--- src/rtl/rstCondPkg.sv ---
package rstCondPkg;

  // Strobes passed from the qualifying control to the hold/retime datapath.
  typedef struct packed {
    logic qualify;   // request is currently qualified (width reached)
  } rstStrobe_t;

endpackage

--- src/rtl/syncChain.sv ---
module syncChain #(
  parameter int STAGES = 2
) (
  input  logic clk,
  input  logic din,
  output logic dout
);

  logic [STAGES-1:0] chain = '0;

  generate
    if (STAGES == 1) begin : gSingle
      always_ff @(posedge clk) chain <= din;
    end else begin : gMulti
      always_ff @(posedge clk) chain <= {chain[STAGES-2:0], din};
    end
  endgenerate

  assign dout = chain[STAGES-1];

endmodule

--- src/rtl/rstCtrl.sv ---
module rstCtrl
  import rstCondPkg::*;
#(
  parameter int SYNC_STAGES   = 2,
  parameter int FILTER_CYCLES = 4
) (
  input  logic       clk,
  input  logic       padRstN,
  output rstStrobe_t strobe
);

  localparam int CW = $clog2(FILTER_CYCLES + 1);
  localparam logic [CW-1:0] WIDTH_MAX = CW'(FILTER_CYCLES);

  logic padActive;
  logic sampledActive;
  logic [CW-1:0] widthCnt = '0;

  assign padActive = ~padRstN;

  syncChain #(.STAGES(SYNC_STAGES)) uSync (
    .clk (clk),
    .din (padActive),
    .dout(sampledActive)
  );

  // Run-length counter: saturates at the minimum width, clears on any gap.
  always_ff @(posedge clk) begin
    if (!sampledActive)
      widthCnt <= '0;
    else if (widthCnt != WIDTH_MAX)
      widthCnt <= widthCnt + 1'b1;
  end

  always_comb begin
    strobe.qualify = (widthCnt == WIDTH_MAX);
  end

endmodule

--- src/rtl/rstDatapath.sv ---
module rstDatapath
  import rstCondPkg::*;
#(
  parameter int STRETCH_CYCLES = 8,
  parameter int RETIME_STAGES  = 2
) (
  input  logic       clk,
  input  rstStrobe_t strobe,
  output logic       syncRst,
  output logic       asyncRst
);

  localparam int SW = $clog2(STRETCH_CYCLES + 1);
  localparam logic [SW-1:0] HOLD_MAX = SW'(STRETCH_CYCLES);

  logic [SW-1:0] holdCnt = HOLD_MAX;
  logic          heldRst;
  logic [RETIME_STAGES-1:0] retimePipe = '1;

  // Hold-down counter: any qualified cycle reloads the full period.
  always_ff @(posedge clk) begin
    if (strobe.qualify)
      holdCnt <= HOLD_MAX;
    else if (holdCnt != '0)
      holdCnt <= holdCnt - 1'b1;
  end

  assign heldRst = (holdCnt != '0);

  generate
    if (RETIME_STAGES == 1) begin : gRetimeOne
      always_ff @(posedge clk) retimePipe <= heldRst;
    end else begin : gRetimeMany
      always_ff @(posedge clk)
        retimePipe <= {retimePipe[RETIME_STAGES-2:0], heldRst};
    end
  endgenerate

  assign syncRst  = retimePipe[RETIME_STAGES-1];
  assign asyncRst = strobe.qualify | heldRst | (|retimePipe);

endmodule

--- src/rtl/resetConditioner.sv ---
module resetConditioner
  import rstCondPkg::*;
#(
  parameter int SYNC_STAGES    = 2,
  parameter int FILTER_CYCLES  = 4,
  parameter int STRETCH_CYCLES = 8,
  parameter int RETIME_STAGES  = 2
) (
  input  logic clk,
  input  logic padRstN,
  output logic syncRst,
  output logic asyncRst
);

  rstStrobe_t strobe;

  rstCtrl #(
    .SYNC_STAGES  (SYNC_STAGES),
    .FILTER_CYCLES(FILTER_CYCLES)
  ) uCtrl (
    .clk    (clk),
    .padRstN(padRstN),
    .strobe (strobe)
  );

  rstDatapath #(
    .STRETCH_CYCLES(STRETCH_CYCLES),
    .RETIME_STAGES (RETIME_STAGES)
  ) uPath (
    .clk     (clk),
    .strobe  (strobe),
    .syncRst (syncRst),
    .asyncRst(asyncRst)
  );

endmodule

--- config.mk ---
export PLATFORM = sky130hd
export DESIGN_NAME = resetConditioner
export DESIGN_NICKNAME = d
export VERILOG_FILES = /design/src/rtl/rstCondPkg.sv /design/src/rtl/syncChain.sv /design/src/rtl/rstCtrl.sv /design/src/rtl/rstDatapath.sv /design/src/rtl/resetConditioner.sv
export SDC_FILE = /design/constraint.sdc
export NUM_CORES = 1
export LEC_CHECK = 0
export BUFFER_PORTS_ARGS = -buffer_cell sky130_fd_sc_hd__buf_2
export CAP_MARGIN = 10
export CORE_AREA = 2 2 39 41
export CTS_CLUSTER_DIAMETER = 100
export CTS_CLUSTER_SIZE = 28
export DETAILED_ROUTE_END_ITERATION = 10
export DIE_AREA = 0 0 41 43
export PLACE_DENSITY = 0.51
export SETUP_SLACK_MARGIN = 0.3
export SLEW_MARGIN = 20
export SYNTH_ARGS = -nofsm -noshare
export SYNTH_HDL_FRONTEND = slang
export SYNTH_SLANG_ARGS = --single-unit
--- constraint.sdc ---
create_clock -name clk -period 5.04 [get_ports clk]
set_input_delay 1.26 -clock clk [delete_from_list [all_inputs] [get_ports clk]]
set_output_delay 1.26 -clock clk [all_outputs]
set_load 0.02 [all_outputs]
== Word level (Yosys, flattened, before mapping) ==
Index checks and enable logic that the tools add are counted.
Storage, ports and cells
  register bits after elaboration: 11
  input bits: 2
  output and inout bits: 2
Operators by class
  $add $sub $neg: 2
  eq/ne operators: 2
  bitwise operators: 3
  reduce and logical (&&, ||, !) cells: 2
Operator list (count)
  $reduce_bool 4->1: 1
  $sub 4x1->4 const B: 1
  $add 3x1->3 const B: 1
  $eq 3x3->1 const B: 1
  $ne 3x3->1 const B: 1
  $or 1x1->1: 2
  $reduce_or 2->1: 1
  $not 1->1: 1

== Logic depth before layout (Yosys ltp) ==
  word-level depth: 3
  gate-level depth with buffers: 5
  gate-level depth less buffers: 5

== Modules after synthesis ==
From an unflattened synthesis, not the netlist that was laid out.
Second synthesis, totals
  cell total of the unflattened synthesis: 44
  area total of the unflattened synthesis: 446.7 um2
Modules (own cells, without submodules)
  rstDatapath: times used 1, cells an instance 24, area each 246.5 um2, seq. area each 120.1 um2
  rstCtrl: times used 1, cells an instance 18, area each 160.2 um2, seq. area each 60.1 um2
  syncChain: times used 1, cells an instance 2, area each 40.0 um2, seq. area each 40.0 um2

== Worst setup path before layout ==
No wires, ideal clock.
  path type: register to output
  start: reg uPath.holdCnt[0]
  end: out asyncRst
  arrival: 1350 ps
  required time: 3780 ps
  slack: 2430 ps
  cell stages (with the launch flop): 6
  path buffers: 0
  cell sequence: dfxtp_1 inv_1 ha_1 nor3b_4 inv_2 or4_4
On the way
  longest elaborated chain between the ends: 3
Ends and longest elaborated chain
  from (decl): RTL line rstDatapath.sv:16  | logic [SW-1:0] holdCnt = HOLD_MAX;
  from (signal assigned): RTL line rstDatapath.sv:25  | holdCnt <= holdCnt - 1'b1;
  $reduce_bool 4->1: RTL line rstDatapath.sv:28  | assign heldRst = (holdCnt != '0);
  net uPath.heldRst: RTL line rstDatapath.sv:17  | logic heldRst;
  $or 1x1->1 (2 in series): RTL line rstDatapath.sv:40  | assign asyncRst = strobe.qualify | heldRst | (|retimePipe);
  to (decl): RTL line resetConditioner.sv:12  | output logic asyncRst
The timed path passes the listed nets, and every way through them passes these cells.

== Worst setup path after layout ==
Same ends and word-level chain as after synthesis.

==> summary.md <==
| Metric | Value |
|---|---|
| Most common cell after layout, fill and taps aside | dfxtp_1 |
| Vias in the first global route | 296 |
| Non-filler cells, final | 68 |
| Die Span X | 41 µm |
| Worst setup margin | 1950 ps |
| Cell total after placement | 64 |
| Post-CTS Resized | 0 |
| CTS Buf Count | 3 |
| Max-cap viol count | 0 |
| Post-Route Utilization | 38.2% |
| Post-Synthesis Cells | 46 |
| CP Capture Type | output pin |
| Final Max Slew Viols | 0 |
| Cell Pwr Density | 559 nW/µm² |
| Fin crit share | 61.3% |
| Crit start category | flip-flop |
| Pin count of the biggest net entering global routing | 10 |
| Layout cell share with drive strength beyond 1 | 23.1% |
| Path depth of the worst reg2reg path | 4 |
| Area delta synth->final | 12.2% |
| CP arrival | 1830 ps |
| Final Hold Viols | 0 |
| Post-CTS setup repair buffer count | 0 |
| Num rows | 14 |
| DR WL/cell | 9.59 µm |
| Port Buffers | 3 |
| Setup TNS | 0 ps |
| GPL Wtd Cong | 0.634 |
| Gr usage total | 11.2% |
| F_max | 323 MHz |
| Clock sink count | 11 |
| Number of remaining DRC errors | 0 |
| Initial core utilization | 34.0% |
| Height of the die | 43 µm |
| VDD IR max | 0.184 mV |
| Setup WS pre-CTS | 2220 ps |
| Max clock buf depth | 2 |
| RSZ-0062 raised after global routing | false |
| Grt ovf | 0 |
| CP max stage delay | 460 ps |
| Area of the core | 1380 µm² |
| Yosys warns | 0 |
| Root Buffer | clkbuf_4 |
| Most frequent cells in the layout | dfxtp_1, inv_1, ha_1 |
| Nets | 59 |
| Synth cell types | 23 |
| Multi-input gate area | 216 µm² |
| Register area share after synthesis | 46.8% |
| DR vias/cell | 4.69 |
| Synth async-reset ratio | 0% |
| IO Pins | 4 |
| Cell Area, Synth | 470 µm² |
| Final Skew | 2.78 ps |
| Post-synth EDFFs | 0 |
| Final WL | 652 µm |
| DRT iter0 DRCs | 2 |
| Die footprint | 1760 µm² |
| FF+latch area | 220 µm² |
| TritonCTS clock tree | yes |
| Final min period | 3090 ps |
| CTS clk-pin slew, worst paths | 70 ps |
| Via count | 319 |
| Antenna violations before repair | 0 |
| # fillers | 138 |
| Crit path max fanout | 5 |
| First-pass GRT wire length | 1190 µm |
| Post-synthesis register bit count | 11 |
| Critical Path RT | 3780 ps |
| Kind of critical path | reg2out |
| H-tree Lvls | 1 |
| Mapped Nets | 52 |
| Most used DFF post-synth | dfxtp_1 |
| Clock latency on the worst-skew pair | 260 ps |
| Hold Path Cell Cnt | 0 |
| Hold WC Path Type | reg2reg |
| Mapped Avg Cell Area | 10.2 µm² |
| Slew margin rel. | 80.9% |
| Critical-path cell list | inv_1 -> ha_1 -> nor3b_4 -> inv_2 -> or4_4 -> buf_2 |
| Least-Margin Pin Slew | 282 ps |
| Hold-fix buffers at CTS | 0 |
| Status | finished, final reports clean |
| N_diodes | 0 |
| Total iterations of the first detailed-routing run | 2 |
| LEAKAGE | 0.237 nW |
| Post-DRT Antenna Nets | 0 |
| Slowest cell on the critical path | or4_4 |
| Final setup viols | 0 |
[power breakdown]
group / switching [mW] / total, mW / internal, mW
combinational: 0.0404 / 0.0936 / 0.0532
sequential: 0.0286 / 0.144 / 0.115
clock: 0.0272 / 0.0578 / 0.0306
[registers in the layout, indices dropped and copies added, names as in the netlist]
signal,cells
uPath.retimePipe,2
uPath.holdCnt,4
uCtrl.uSync.chain,2
uCtrl.widthCnt,3
[cell usage after synthesis (all sizes together) (2+ instances only)]
cell | number | area (µm²)
nor3 | 2 | 10.0
dfxtp | 11 | 220
nand3 | 2 | 10.0
inv | 8 | 30.0
ha | 4 | 50.1
a21oi | 3 | 15.0
[metal layers]
metal  global-route usage [%]  up-vias  part of all wire, %
met4                     10.0        0                  1.4
met3                     7.85        2                  4.4
li1                         -      170                    -
met2                     14.4        4                   43
met5                        0        -                    0
met1                     11.4      143                   51
[final timing paths]
path                              from              endpoint  slack, ps
setup reg to reg      uPath.holdCnt[0]      uPath.holdCnt[0]       3700
hold reg to reg   uCtrl.uSync.chain[0]  uCtrl.uSync.chain[1]        330
setup / recovery      uPath.holdCnt[0]              asyncRst       1950
hold / removal    uCtrl.uSync.chain[0]  uCtrl.uSync.chain[1]        330
[worst max-delay path, delay by kind of cell (launching register included)]
family,cells,cell delay [ps]
and+or+nand+nor,2,700
buffers and inverters,3,330
adders and majority gates,1,190
DFF,1,350
[stage by stage]
stage	power (mW)	hold slack, ps	cell area (µm²)
finish	0.295	326	528
detailed placement	0.241	313	502
floorplan	0.221	310	470
global placement	0.241	311	502
global route	0.326	339	528
CTS	0.302	329	528
[cells by family after synthesis]
logic type	after synthesis	synth area share, %
compound gates	11	16.5
xor+xnor	1	1.86
fa+ha+maj	4	10.6
buf+inv	9	7.18
flops	11	46.8
mux	1	2.39
simple gates	9	14.6
[cell type report]
cell class	instances	area share, %
Sequential cell	11	41.7
Multi-Input combinational cell	26	41.0
Inverter	8	5.69
Tap cell	16	3.79
Timing Repair Buffer	3	2.84
Clock buffer	4	4.98
(Power assumes the default switching activity.)
